==> src/rtl/strapdiv_pkg.sv <==
package strapdiv_pkg;

    typedef enum logic [1:0] {
        MODE_INT  = 2'd0,
        MODE_BUF  = 2'd1,
        MODE_TEST = 2'd2
    } div_mode_e;

    typedef enum logic [1:0] {
        VS_RUN  = 2'd0,
        VS_STOP = 2'd1,
        VS_WAIT = 2'd2
    } vch_state_e;

    typedef struct packed {
        div_mode_e mode;
        logic      s1;
        logic      s2_high;
    } strap_t;

    localparam int NUM_DIV = 5;
    localparam int DIV_CPU = 0;
    localparam int DIV_66  = 1;
    localparam int DIV_PCI = 2;
    localparam int DIV_REF = 3;
    localparam int DIV_48  = 4;

    localparam int TEST_HALF_CPU = 2;
    localparam int TEST_HALF_66  = 4;
    localparam int TEST_HALF_PCI = 8;
    localparam int TEST_HALF_REF = 1;
    localparam int TEST_HALF_48  = 2;

    function automatic div_mode_e decode_s2(input logic [1:0] lvl);
        case (lvl)
            2'b01:   return MODE_BUF;
            2'b10:   return MODE_TEST;
            default: return MODE_INT;
        endcase
    endfunction

    function automatic int max2(input int a, input int b);
        return (a > b) ? a : b;
    endfunction

    function automatic int pick_half(input div_mode_e m, input logic s1, input int idx,
                                     input int h100, input int h133, input int h66,
                                     input int href, input int h48);
        logic tst;
        tst = (m == MODE_TEST);
        case (idx)
            DIV_CPU: return tst ? TEST_HALF_CPU : (s1 ? h133 : h100);
            DIV_66:  return tst ? TEST_HALF_66 : h66;
            DIV_PCI: return tst ? TEST_HALF_PCI : 2 * h66;
            DIV_REF: return tst ? TEST_HALF_REF : href;
            default: return tst ? TEST_HALF_48 : h48;
        endcase
    endfunction

endpackage

==> src/rtl/strap_capture.sv <==
module strap_capture
    import strapdiv_pkg::*;
(
    input  logic       clk,
    input  logic       rst,
    input  logic       pwrgd_n,
    input  logic [1:0] s2_lvl,
    input  logic       s1_in,
    output strap_t     strap_o,
    output logic       locked_o
);
    always_ff @(posedge clk) begin
        if (rst) begin
            locked_o        <= 1'b0;
            strap_o.mode    <= MODE_INT;
            strap_o.s1      <= 1'b0;
            strap_o.s2_high <= 1'b0;
        end else if (!locked_o && !pwrgd_n) begin
            locked_o        <= 1'b1;
            strap_o.mode    <= decode_s2(s2_lvl);
            strap_o.s1      <= s1_in;
            strap_o.s2_high <= (s2_lvl == 2'b01);
        end
    end
endmodule

==> src/rtl/clkdiv_counter.sv <==
module clkdiv_counter #(
    parameter int CNT_W = 4
) (
    input  logic             clk,
    input  logic             rst,
    input  logic             en,
    input  logic [CNT_W-1:0] half,
    output logic             div_o
);
    localparam logic [CNT_W-1:0] ONE = CNT_W'(1);

    logic [CNT_W-1:0] cnt;

    always_ff @(posedge clk) begin
        if (rst || !en) begin
            cnt   <= '0;
            div_o <= 1'b0;
        end else if (cnt == half - ONE) begin
            cnt   <= '0;
            div_o <= ~div_o;
        end else begin
            cnt <= cnt + ONE;
        end
    end
endmodule

==> src/rtl/vch_switch.sv <==
module vch_switch
    import strapdiv_pkg::*;
(
    input  logic clk,
    input  logic rst,
    input  logic en,
    input  logic sel_req,
    input  logic src_a,
    input  logic src_b,
    output logic cur_sel,
    output logic clk_o
);
    vch_state_e st;
    logic       seen_high;
    logic       cur_src;

    assign cur_src = cur_sel ? src_b : src_a;

    always_ff @(posedge clk) begin
        if (rst) begin
            st        <= VS_RUN;
            cur_sel   <= 1'b0;
            clk_o     <= 1'b0;
            seen_high <= 1'b0;
        end else if (!en) begin
            st        <= VS_RUN;
            cur_sel   <= sel_req;
            clk_o     <= 1'b0;
            seen_high <= 1'b0;
        end else begin
            case (st)
                VS_RUN: begin
                    clk_o <= cur_src;
                    if (sel_req != cur_sel && !cur_src)
                        st <= VS_STOP;
                end
                VS_STOP: begin
                    clk_o     <= 1'b0;
                    cur_sel   <= sel_req;
                    seen_high <= 1'b0;
                    st        <= VS_WAIT;
                end
                VS_WAIT: begin
                    clk_o <= 1'b0;
                    if (sel_req != cur_sel)
                        st <= VS_STOP;
                    else if (cur_src)
                        seen_high <= 1'b1;
                    else if (seen_high)
                        st <= VS_RUN;
                end
                default: st <= VS_RUN;
            endcase
        end
    end
endmodule

==> src/rtl/strap_clk_divider.sv <==
module strap_clk_divider
    import strapdiv_pkg::*;
#(
    parameter int H_CPU100 = 4,
    parameter int H_CPU133 = 3,
    parameter int H_66     = 6,
    parameter int H_REF    = 14,
    parameter int H_48     = 8
) (
    input  logic       clk,
    input  logic       rst,
    input  logic       pwrgd_n,
    input  logic [1:0] s2_lvl,
    input  logic       s1_in,
    input  logic       ext66_in,
    input  logic       vch_sel,
    output logic       straps_locked,
    output logic       s2_bit,
    output logic       s1_bit,
    output logic       cpu_clk,
    output logic       clk66_out,
    output logic       buf66_out,
    output logic       pci_out,
    output logic       ref_out,
    output logic       usb48_out,
    output logic       shared_out
);
    localparam int H_NORM_MAX = max2(max2(max2(H_CPU100, H_CPU133), max2(2 * H_66, H_REF)), H_48);
    localparam int H_MAX      = max2(H_NORM_MAX, TEST_HALF_PCI);
    localparam int CNT_W      = $clog2(H_MAX + 1);

    strap_t           strap_q;
    logic             locked_q;
    div_mode_e        cur_mode;
    logic [CNT_W-1:0] half_w [NUM_DIV];
    logic [NUM_DIV-1:0] div_w;
    logic             ext_q;
    logic             ext_qq;
    logic             pci_b;
    logic             vch_cur;
    logic             vch_y;

    strap_capture u_cap (
        .clk     (clk),
        .rst     (rst),
        .pwrgd_n (pwrgd_n),
        .s2_lvl  (s2_lvl),
        .s1_in   (s1_in),
        .strap_o (strap_q),
        .locked_o(locked_q)
    );

    assign cur_mode = strap_q.mode;

    for (genvar g = 0; g < NUM_DIV; g++) begin : g_div
        assign half_w[g] = CNT_W'(pick_half(cur_mode, strap_q.s1, g,
                                            H_CPU100, H_CPU133, H_66, H_REF, H_48));
        clkdiv_counter #(.CNT_W(CNT_W)) u_cnt (
            .clk  (clk),
            .rst  (rst),
            .en   (locked_q),
            .half (half_w[g]),
            .div_o(div_w[g])
        );
    end

    // external 66 MHz path: one sampling register plus an edge history stage
    always_ff @(posedge clk) begin
        if (rst) begin
            ext_q  <= 1'b0;
            ext_qq <= 1'b0;
        end else begin
            ext_q  <= ext66_in;
            ext_qq <= ext_q;
        end
    end

    always_ff @(posedge clk) begin
        if (rst || !locked_q)
            pci_b <= 1'b0;
        else if (cur_mode == MODE_BUF && ext_q && !ext_qq)
            pci_b <= ~pci_b;
    end

    vch_switch u_vch (
        .clk    (clk),
        .rst    (rst),
        .en     (locked_q),
        .sel_req(vch_sel),
        .src_a  (div_w[DIV_66]),
        .src_b  (div_w[DIV_48]),
        .cur_sel(vch_cur),
        .clk_o  (vch_y)
    );

    assign straps_locked = locked_q;
    assign s2_bit        = strap_q.s2_high;
    assign s1_bit        = strap_q.s1;
    assign cpu_clk       = div_w[DIV_CPU];
    assign clk66_out     = div_w[DIV_66];
    assign buf66_out     = (cur_mode == MODE_BUF) ? (locked_q & ext_q) : div_w[DIV_66];
    assign pci_out       = (cur_mode == MODE_BUF) ? pci_b : div_w[DIV_PCI];
    assign ref_out       = div_w[DIV_REF];
    assign usb48_out     = div_w[DIV_48];
    assign shared_out    = vch_y;
endmodule

==> config.mk <==
export PLATFORM = sky130hd
export DESIGN_NAME = strap_clk_divider
export DESIGN_NICKNAME = d
export VERILOG_FILES = /design/src/rtl/strapdiv_pkg.sv /design/src/rtl/strap_capture.sv /design/src/rtl/clkdiv_counter.sv /design/src/rtl/vch_switch.sv /design/src/rtl/strap_clk_divider.sv
export SDC_FILE = /design/constraint.sdc
export NUM_CORES = 1
export LEC_CHECK = 0
export BUFFER_PORTS_ARGS = -buffer_cell sky130_fd_sc_hd__buf_2
export CORE_ASPECT_RATIO = 1.5
export CORE_MARGIN = 2
export CORE_UTILIZATION = 51
export CTS_CLUSTER_SIZE = 8
export DETAILED_ROUTE_END_ITERATION = 8
export HOLD_SLACK_MARGIN = 0.15
export PLACE_DENSITY = 0.84
export SYNTH_ARGS = -nofsm -noshare
export SYNTH_HDL_FRONTEND = slang
export SYNTH_SLANG_ARGS = --single-unit
==> constraint.sdc <==
create_clock -name clk -period 1.5 [get_ports clk]
set_input_delay 0.15 -clock clk [delete_from_list [all_inputs] [get_ports clk]]
set_output_delay 0.15 -clock clk [all_outputs]
set_load 0.01 [all_outputs]
==> metrics.md, run 1 <==
| Metric | Value |
|---|---|
| Layout cells sized above 1 | `21.52%` |
| Leakage | `0.0008385 uW` |
| Max-cap violations | `0` |
| Clock Skew | `0.004883 ns` |
| Die Y | `73.72 um` |
| Dpl hpwl | `2287 um` |
| Worst hold path class | `input port to flip-flop` |
| Drt wl/cell | `13.33 um` |
| RSZ-0062 raised after global routing | `true` |
| Utilization after layout | `66.04%` |
| # setup viols final | `0` |
| Largest net degree at the start of global routing | `12` |
| Total CTS buffers | `5` |
| TritonCTS clock tree | `built` |
| Synthesized flop and latch total | `37` |
| Cells after Synth | `183` |
| Sinks on Clock Net | `37` |
| Vias | `1422` |
| Vias/cell | `5.407` |
| Fillers | `267` |
| Area after DPL | `0.001849 mm^2` |
| Worst vdd ir | `0.8090 mV` |
| Clk root buf | `clkbuf_8` |
| Drt initial violations | `23` |
| Sequential fraction of the synthesis area | `44.81%` |
| Post-synth EDFFs | `0` |
| Port Buf Inserts | `17` |
| Worst-path cell chain | `or3b_4, o311a_4, or4_1, a21oi_1` |
| Ant diodes | `0` |
| Critical Path Start Type | `flip-flop` |
| Fin nets | `239` |
| Max frequency | `668.9 MHz` |
| Die W | `50.48 um` |
| Die area | `0.003721 mm^2` |
| Status | `finished clean` |
| Antenna viol nets, final | `0` |
| P per Cell Area | `943.8 mW/mm^2` |
| Most frequent cells in the layout | `32 x dfxtp_1, 25 x nor2_1, 18 x a21oi_1` |
| Mean post-synth cell area | `9.032 um^2` |
| CP Class | `flip-flop to flip-flop` |
| Crit-path max cell delay | `0.40 ns` |
| Syn Std Cell Area | `0.001653 mm^2` |
| FF-to-FF setup slack | `0.005 ns` |
| Initial antenna violation count | `0` |
| Clk_lat worst skew | `0.29 ns` |
| Clk buf depth | `2` |
| Synth top area cells | `dfxtp_1 45%, ha_1 6.8%, nor2_1 5.7%` |
| IO Count | `18` |
| Crit-path max FO | `5` |
| Vias in the first global route | `1341` |
| Global route overflow | `0` |
| Commonest non-fill, non-tap cell in the layout | `dfxtp_1` |
| Synth area leader | `dfxtp_1` |
| Minimum clock period | `1.495 ns` |
| Slew headroom | `75.54%` |
| Global-route wire length before repair | `5444 um` |
| GPL Wtd Cong | `0.7830` |
| Initial Util | `52.84%` |
| Design area | `0.002066 mm^2` |
| Final slew viol count | `0` |
| Final Hold Viols | `0` |
| Worst path required time | `1.72 ns` |
| Clk slew on worst S/H paths | `0.07 ns` |
| Worst-Margin Slew | `0.3631 ns` |
| Core Footprint | `0.003128 mm^2` |
| Row Count | `25` |
| Fin crit share | `99.67%` |
| Drt pass-1 iters | `4` |
| Detailed Route WL | `3505 um` |
| Arrival time of the worst setup path | `1.71 ns` |
| Post-synth cell types | `33` |
| Synth top area share | `44.81%` |
| Tot GR Track Use | `19.72%` |
| Async SR Flop Fraction | `0%` |
| Post CTS Setup Buffer Count | `0` |
| Area Growth Syn to Fin | `24.98%` |
| CP Capture Type | `flip-flop` |
| Syn nets | `200` |
| Slowest stage cell, crit path | `or4_1` |
| CTS H-Tree Depth | `2` |
| Residual DRC count | `0` |
| Synth warn | `0` |
| Main flop type after synthesis | `dfxtp_1` |
==> power breakdown <==
group | internal [uW] | switching, uW
registers | 1000 | 24.5
logic | 88.6 | 84.4
clock network | 415 | 333
total | 1510 | 442
==> cells in the mapped netlist (2+ instances only) <==
master	n
o21ai_0	13
or4_1	2
nor3b_1	3
nor4bb_1	2
nand3_1	5
inv_1	11
nor2b_1	4
or3_1	4
buf_6	2
xnor2_1	7
mux2i_1	3
nand3b_1	3
xor2_1	5
o211ai_1	2
a21oi_1	18
nand2b_1	5
o31ai_1	3
nor2_1	25
nor3_1	3
ha_1	9
nand2_1	5
mux2_2	2
dfxtp_1	37
==> per-layer routing <==
| layer | up-vias | wire length, um | track usage (%) |
|---|---|---|---|
| met5 | - | 0 | 0 |
| met1 | 683 | 1340 | 19.03 |
| met4 | 0 | 70 | 9.910 |
| met3 | 7 | 125 | 4.878 |
| li1 | 706 | - | - |
| met2 | 26 | 1969 | 37.87 |
==> critical path, delay by kind of cell, from the launching register on <==
kind | cells | cell delay (ns)
AND/OR/NAND/NOR | 2 | 0.79
AO/OA/AOI/OAI | 2 | 0.25
flip-flops | 1 | 0.38
==> per-stage QoR <==
stage	worst slack, ns	cells	power [uW]	TNS (ns)	hold slack [ns]
2_1_floorplan	0.02523	183	1139	0	0.2427
3_3_place_gp	0.03502	247	1192	0	0.3707
3_5_place_dp	-0.02603	247	1197	-0.02603	0.3728
4_1_cts	0.005494	263	1957	0	0.1794
5_1_grt	-0.03201	263	2019	-0.03201	0.1904
6_report	0.005017	263	1950	0	0.1929
==> cells by family (layout without fill, tap and decap cells) <==
logic type               Yosys count  count (layout)  share of synthesized area (%)
AO/OA/AOI/OAI                     40              40                          13.78
XOR/XNOR                          12              12                          6.359
adder cells (fa/ha/maj)            9               9                          6.813
buffers and inverters             15              55                          4.390
flip-flops                        37              37                          44.81
multiplexers                       5               5                          3.179
AND/OR/NAND/NOR                   65              65                          20.67
==> flip-flops by register name, indices dropped and copies added, names as in the netlist <==
| register | flops |
|---|---|
| ext_q | 1 |
| ext_qq | 1 |
| g_div.u_cnt.cnt | 20 |
| g_div.u_cnt.div_o | 5 |
| pci_b | 1 |
| u_cap.locked_o | 1 |
| u_cap.strap_o | 3 |
| u_vch.clk_o | 1 |
| u_vch.cur_sel | 1 |
| u_vch.seen_high | 1 |
| u_vch.st | 2 |
==> timing repair <==
item	in CTS	in global routing
hold endpoints to repair	7	0
gates resized for setup	4	8
hold buffers	8	0
endpoints found under the setup margin	2	3
==> layout make-up <==
| class | count | area (um^2) | share of cell area, % |
|---|---|---|---|
| clock inverter | 1 | 5.005 | 0.2423 |
| inverter | 11 | 41.29 | 1.999 |
| clock buffer | 7 | 96.34 | 4.664 |
| timing repair buffer | 36 | 251.5 | 12.17 |
| tap | 40 | 50.05 | 2.423 |
| sequential | 37 | 752.0 | 36.40 |
| multi-input combinational | 131 | 869.6 | 42.10 |
==> worst paths after layout <==
check                   startpoint                    end  cells after the start
min reg2reg  g_div[2].u_cnt.cnt[0]  g_div[2].u_cnt.cnt[0]                      1
max                  u_vch.cur_sel            u_vch.st[0]                      4
min                        vch_sel          u_vch.cur_sel                      3
max reg2reg          u_vch.cur_sel            u_vch.st[0]                      4
Note: power is estimated with default switching activity, not from simulation.
==> run 2, diff against run 1 <==
--- a/config.mk
+++ b/config.mk
@@ -12,6 +12,7 @@
 export CTS_CLUSTER_SIZE = 8
 export DETAILED_ROUTE_END_ITERATION = 8
 export HOLD_SLACK_MARGIN = 0.15
+export MAX_ROUTING_LAYER = met4
 export PLACE_DENSITY = 0.84
 export SYNTH_ARGS = -nofsm -noshare
 export SYNTH_HDL_FRONTEND = slang
==> metrics.md, run 2 (synthesis gave the netlist of run 1 again) <==
| Metric | Value |
|---|---|
| Design area | `0.002049 mm^2 (-0.79%)` |
| Largest net degree at the start of global routing | `12 (unchanged)` |
| Tot GR Track Use | `20.11% (+0.39 points)` |
| Worst-Margin Slew | `0.3686 ns (+0.005441 ns)` |
| Worst vdd ir | `0.8166 mV (+0.94%)` |
| Clk buf depth | `2 (unchanged)` |
| Worst hold path class | `input port to flip-flop` |
| Global route overflow | `0 (unchanged)` |
| Core Footprint | `0.003128 mm^2 (unchanged)` |
| Drt wl/cell | `12.86 um (-3.5%)` |
| Clk slew on worst S/H paths | `0.07 ns (about the same)` |
| IO Count | `18 (unchanged)` |
| Port Buf Inserts | `17 (unchanged)` |
| Max frequency | `669.2 MHz (about the same)` |
| Area Growth Syn to Fin | `24.00%` |
| Clk root buf | `clkbuf_8` |
| Clock Skew | `0.004339 ns (-0.0005440 ns)` |
| Critical Path Start Type | `flip-flop` |
| Post-Layout Cell Count | `263 (unchanged)` |
| Vias in the first global route | `1348 (+0.52%)` |
| Worst path required time | `1.72 ns (about the same)` |
| Final Hold Viols | `0 (unchanged)` |
| Fillers | `273 (+2.2%)` |
| Fin crit share | `99.62% (about the same)` |
| CTS H-Tree Depth | `2 (unchanged)` |
| Crit-path max FO | `5 (unchanged)` |
| Initial Util | `52.84% (unchanged)` |
| CP Class | `flip-flop to flip-flop` |
| Clk_lat worst skew | `0.28 ns (about the same)` |
| Min-Delay Path Depth | `3 (unchanged)` |
| Final slew viol count | `0 (unchanged)` |
| Minimum clock period | `1.494 ns (-0.0006834 ns)` |
| Drt initial violations | `18 (-22%)` |
| FF-to-FF setup slack | `0.006 ns (about the same)` |
| Initial antenna violation count | `0 (unchanged)` |
| Post CTS Setup Buffer Count | `0 (unchanged)` |
| RSZ-0062 raised after global routing | `true` |
| Detailed Route WL | `3381 um (-3.5%)` |
| Layout cells sized above 1 | `21.08% (-0.45 points)` |
| CP Capture Type | `flip-flop` |
| Final setup TNS | `0 ns (unchanged)` |
| Fin nets | `239 (unchanged)` |
| Drt pass-1 iters | `5 (+1)` |
| Commonest non-fill, non-tap cell in the layout | `dfxtp_1` |
| Most frequent cells in the layout | `32 x dfxtp_1, 25 x nor2_1, 18 x a21oi_1` |
| P per Cell Area | `949.1 mW/mm^2 (+0.56%)` |
| Antenna viol nets, final | `0 (unchanged)` |
| Area after DPL | `0.001849 mm^2 (unchanged)` |
| # setup viols final | `0 (unchanged)` |
| Utilization after layout | `65.52% (-0.52 points)` |
| Placed Cells | `247 (unchanged)` |
| Dpl hpwl | `2287 um (unchanged)` |
| Die area | `0.003721 mm^2 (unchanged)` |
| Max reg flops | `20 (unchanged)` |
| GPL Wtd Cong | `0.7939 (+1.4%)` |
| Row Count | `25 (unchanged)` |
| TritonCTS clock tree | `built` |
| Cells on worst reg2reg path | `4 (unchanged)` |
| Residual DRC count | `0 (unchanged)` |
| Worst r2r src | `u_vch.cur_sel` |
| Reg-to-Reg End | `u_vch.st[0]` |
| Slew headroom | `75.17% (-0.37 points)` |
| Register area | `749.5 um^2 (-0.33%)` |
| Hold EP | `u_vch.cur_sel` |
| Leakage | `0.0008338 uW (-0.56%)` |
| Arrival time of the worst setup path | `1.71 ns (about the same)` |
| Max-cap violations | `0 (unchanged)` |
| Die W | `50.48 um (unchanged)` |
| Status | `finished clean` |
| Global-route wire length before repair | `5409 um (-0.64%)` |
| Vias | `1418 (-0.28%)` |
| Top reg by flops | `g_div.u_cnt.cnt` |
| Total CTS buffers | `5 (unchanged)` |
| Vias/cell | `5.392 (-0.28%)` |
| Die Y | `73.72 um (unchanged)` |
| Sinks on Clock Net | `37 (unchanged)` |
| Multi-input gate area | `859.6 um^2 (-1.2%)` |
| Largest regs | `g_div.u_cnt.cnt (20), g_div.u_cnt.div_o (5), u_cap.strap_o (3)` |
| Hold wc startpoint | `vch_sel` |
| Ant diodes | `0 (unchanged)` |
-- run 2: what timing repair did --
| item | 4_1_cts | 5_1_grt |
|---|---|---|
| hold buffers | 8 | 0 |
| hold endpoints to repair | 7 | 0 |
| endpoints found under the setup margin | 2 | 3 |
| pin swaps | 0 | 0 |
| gates resized for setup | 4 | 4 |
| gates cloned | 0 | 0 |
-- run 2: where the power goes --
group	total [uW]	leakage, uW	switching, uW	internal, uW
sequential	1030	0.000303	24.2	1010
combinational	172	0.000477	84.1	87.7
clock	744	0.0000542	329	415
-- run 2: layout make-up --
class	count	area share (%)
Multi-Input combinational cell	131	41.94
Sequential cell	37	36.57
Timing Repair Buffer	36	12.09
Clock buffer	7	4.701
Tap cell	40	2.442
Inverter	11	2.015
Clock inverter	1	0.2442
-- run 2: critical path, stage by stage, from the launching register on --
cell     delay (ns)
dfxtp_4        0.38
or3b_4         0.39
o311a_4        0.13
or4_1          0.40
a21oi_1        0.12
-- run 2: routing by layer --
layer / vias up / global-route usage (%) / wire length (um)
li1: 706 / - / -
met1: 677 / 18.90 / 1329
met2: 25 / 37.87 / 1830
met3: 10 / 3.049 / 109
met4: 0 / 11.71 / 112
met5: - / - / 0
-- run 2: per-stage QoR --
stage | worst slack (ns) | hold slack (ns) | total power [uW]
after floorplan | 0.02523 | 0.2427 | 1139
after global placement | 0.03502 | 0.3707 | 1192
after detailed placement | -0.02603 | 0.3728 | 1197
after CTS | 0.005494 | 0.1794 | 1957
after global routing | -0.03093 | 0.1947 | 2015
final | 0.005700 | 0.1973 | 1945
-- run 2: worst max-delay path by stage --
stage | end | slack, ns | startpoint
after floorplan | u_vch.st[0] | 0.03 | u_vch.cur_sel
after global placement | u_vch.st[0] | 0.04 | u_vch.cur_sel
after detailed placement | u_vch.st[0] | -0.03 | u_vch.cur_sel
after CTS | u_vch.st[0] | 0.005 | u_vch.st[0]
after global routing | u_vch.st[0] | -0.03 | u_vch.cur_sel
final | u_vch.st[0] | 0.006 | u_vch.cur_sel
==> run 3, diff against run 2 <==
--- a/config.mk
+++ b/config.mk
@@ -8,12 +8,13 @@
 export BUFFER_PORTS_ARGS = -buffer_cell sky130_fd_sc_hd__buf_2
 export CORE_ASPECT_RATIO = 1.5
 export CORE_MARGIN = 2
-export CORE_UTILIZATION = 51
+export CORE_UTILIZATION = 54
 export CTS_CLUSTER_SIZE = 8
 export DETAILED_ROUTE_END_ITERATION = 8
 export HOLD_SLACK_MARGIN = 0.15
 export MAX_ROUTING_LAYER = met4
-export PLACE_DENSITY = 0.84
+export PLACE_DENSITY = 0.86
 export SYNTH_ARGS = -nofsm -noshare
 export SYNTH_HDL_FRONTEND = slang
+export SYNTH_HIERARCHICAL = 1
 export SYNTH_SLANG_ARGS = --single-unit
==> metrics.md, run 3 <==
| Metric | Value |
|---|---|
| Cells after Synth | `248 (+36%)` |
| Total CTS buffers | `5 (unchanged)` |
| Worst-path cell chain | `and2b_2, clkinvlp_4, and2_4, inv_2, ha_4, xor2_4, nand3_2, or3_1, a21oi_2` |
| Minimum clock period | `1.947 ns (+0.4523 ns)` |
| Worst path required time | `1.73 ns (about the same)` |
| Initial antenna violation count | `0 (unchanged)` |
| Fin nets | `342 (+43%)` |
| Top reg by flops | `g_div.u_cnt/cnt` |
| Die area | `0.004741 mm^2 (+27%)` |
| IO Count | `18 (unchanged)` |
| Synth area leader | `dfxtp_1` |
| Vias/cell | `5.661 (+5.0%)` |
| CP Class | `flip-flop to flip-flop` |
| Largest net degree at the start of global routing | `20 (+8)` |
| Ant diodes | `0 (unchanged)` |
| Final slew viol count | `0 (unchanged)` |
| Synth top area cells | `dfxtp_1 33%, xor2_1 8.1%, ha_1 7.7%` |
| Dpl hpwl | `3575 um (+56%)` |
| Status | `finished with violations` |
| # setup viols final | `26 (+26)` |
| Drt initial violations | `112 (+94)` |
| Worst hold path class | `input port to flip-flop` |
| Most frequent cells in the layout | `32 x dfxtp_1, 27 x buf_4, 22 x inv_1, 22 x conb_1, 17 x a21oi_1` |
| Clk_lat worst skew | `0.29 ns (about the same)` |
| Async SR Flop Fraction | `0% (unchanged)` |
| Global-route wire length before repair | `9225 um (+71%)` |
| Synth top area share | `32.69% (-12 points)` |
| Design area | `0.003169 mm^2 (+55%)` |
| RSZ-0062 raised after global routing | `true` |
| Clock Skew | `0.009786 ns (+0.005446 ns)` |
| Post-synth EDFFs | `0 (unchanged)` |
| Final Hold Viols | `0 (unchanged)` |
| Layout cells sized above 1 | `37.38% (+16 points)` |
| P per Cell Area | `755.1 mW/mm^2 (-20%)` |
| Row Count | `28 (+12%)` |
| Slowest stage cell, crit path | `dfxtp_2` |
| Setup slack after layout | `-0.4466 ns (-0.4523 ns)` |
| Clk root buf | `clkbuf_8` |
| Max frequency | `513.7 MHz (-23%)` |
| Drt wl/cell | `16.67 um (+30%)` |
| Post-synth top cells | `37 x dfxtp_1, 27 x inv_1, 21 x xor2_1` |
| Area Growth Syn to Fin | `39.87%` |
| Mean post-synth cell area | `9.137 um^2 (+1.2%)` |
| Synthesized flop and latch total | `37 (unchanged)` |
| Vias in the first global route | `2132 (+58%)` |
| Final setup TNS | `-8.368 ns (-8.368 ns)` |
| Design Power | `2393 uW (+23%)` |
| Slew headroom | `58.31% (-17 points)` |
| Worst-Margin Slew | `0.6209 ns (+0.2523 ns)` |
| Residual DRC count | `0 (unchanged)` |
| Leakage | `0.001252 uW (+50%)` |
| Fin crit share | `129.8% (+30 points)` |
| CTS H-Tree Depth | `2 (unchanged)` |
| GPL Wtd Cong | `0.8389 (+5.7%)` |
| Register area | `749.5 um^2 (unchanged)` |
| Die W | `56.89 um (+13%)` |
| Fillers | `242 (-11%)` |
| Max-cap violations | `0 (unchanged)` |
| Fin Hold WS | `0.1878 ns (-0.009524 ns)` |
| Crit-path max cell delay | `0.33 ns (-0.07 ns)` |
| Sinks on Clock Net | `37 (unchanged)` |
| Clk buf depth | `2 (unchanged)` |
| Tot GR Track Use | `24.83% (+4.7 points)` |
| Worst vdd ir | `0.9782 mV (+20%)` |
| Commonest non-fill, non-tap cell in the layout | `dfxtp_1` |
| Main flop type after synthesis | `dfxtp_1` |
| Synth warn | `6 (+6)` |
| Drt pass-1 iters | `4 (-1)` |
| Die Y | `83.34 um (+13%)` |
| Global route overflow | `0 (unchanged)` |
| Clk slew on worst S/H paths | `0.08 ns (about the same)` |
| Top-count cell post-synth | `dfxtp_1` |
| Area after DPL | `0.002693 mm^2 (+46%)` |
| Sequential fraction of the synthesis area | `32.69% (-12 points)` |
| Max reg flops | `20 (unchanged)` |
| Syn Std Cell Area | `0.002266 mm^2 (+37%)` |
| TritonCTS clock tree | `built` |
| Failing checks | `negative setup slack` |
| Largest regs | `g_div.u_cnt/cnt (20), g_div.u_cnt/div_o (5), u_cap/strap_o (3)` |
| Post-synth cell types | `40 (+21%)` |
| Arrival time of the worst setup path | `2.17 ns (+0.46 ns)` |
| Multi-input gate area | `0.001823 mm^2 (+110%)` |
| CP Capture Type | `flip-flop` |
| Critical Path Start Type | `flip-flop` |
| Vias | `2072 (+46%)` |
| Core Footprint | `0.003994 mm^2 (+28%)` |
| Port Buf Inserts | `17 (unchanged)` |
| Initial Util | `56.74% (+3.9 points)` |
| Detailed Route WL | `6100 um (+80%)` |
| Crit-path max FO | `6 (+1)` |
| Antenna viol nets, final | `0 (unchanged)` |
-- run 3: metal layers --
metal  routed length (um)  vias up  track usage, %
met5                    0        -               -
met4                  127        0           8.457
met3                  265       15           4.361
met2                 3388       78           45.56
met1                 2319      995           25.86
li1                     -      984               -
-- run 3: metrics by stage --
| stage | setup slack, ns | instances | util (%) |
|---|---|---|---|
| floorplan | -0.8358 | 268 | - |
| global placement | -0.3878 | 351 | 67.42 |
| detailed placement | -0.5142 | 351 | 67.42 |
| CTS | -0.4169 | 364 | 74.09 |
| global route | -0.5276 | 366 | 79.35 |
| finish | -0.4466 | 366 | 79.35 |
-- run 3: path summary, 6_finish.rpt --
kind | slack, ns | start | cells past startpoint | to
worst max-delay path | -0.45 | u_cap/strap_o[0] | 9 | g_div[0].u_cnt/div_o
worst min-delay path | 0.19 | s2_lvl[1] | 3 | u_cap/strap_o[0]
worst min register to register | 0.51 | g_div[3].u_cnt/div_o | 2 | g_div[3].u_cnt/div_o
worst max register to register | -0.45 | u_cap/strap_o[0] | 9 | g_div[0].u_cnt/div_o
-- run 3: cells by family after synthesis --
kind of cell	Yosys count	share of synthesized area, %
buffers and inverters	29	5.301
AOI/OAI and AO/OA	47	12.92
muxes	4	1.822
DFF	37	32.69
xor gates and xnor gates	41	18.89
and+or+nand+nor	74	20.32
other	2	0.3314
adders and majority gates	14	7.731
-- run 3: report_power, final --
part | total [uW] | internal, uW | switching [uW]
Sequential | 1040 | 1010 | 37.9
Clock | 872 | 499 | 373
Combinational | 477 | 220 | 257
-- run 3: layout make-up --
cell class              instances  share of cell area, %
inverters                      27                  3.316
repair buffers                 47                  10.23
clock inverters                 2                  1.224
flip-flops and latches         37                  23.65
multi-input cells             202                  57.52
well taps                      45                  1.777
clock buffers                   6                  2.290
-- run 3: critical path, delay by kind of cell, from the launching register on --
| family | cells | cell delay [ns] |
|---|---|---|
| AO/OA/AOI/OAI | 1 | 0.12 |
| XOR/XNOR | 1 | 0.16 |
| adder cells (fa/ha/maj) | 1 | 0.29 |
| buffers and inverters | 2 | 0.17 |
| flip-flops | 1 | 0.33 |
| AND/OR/NAND/NOR | 4 | 0.83 |
-- run 3: repair_timing --
action                                 in CTS  in global routing
resized for setup                          26                 35
buffers inserted                            2                  2
pin swaps                                   8                  8
hold buffers                                3                  0
endpoints found under the hold margin       3                  0
gates cloned                                0                  0
setup endpoints to repair                  28                 29
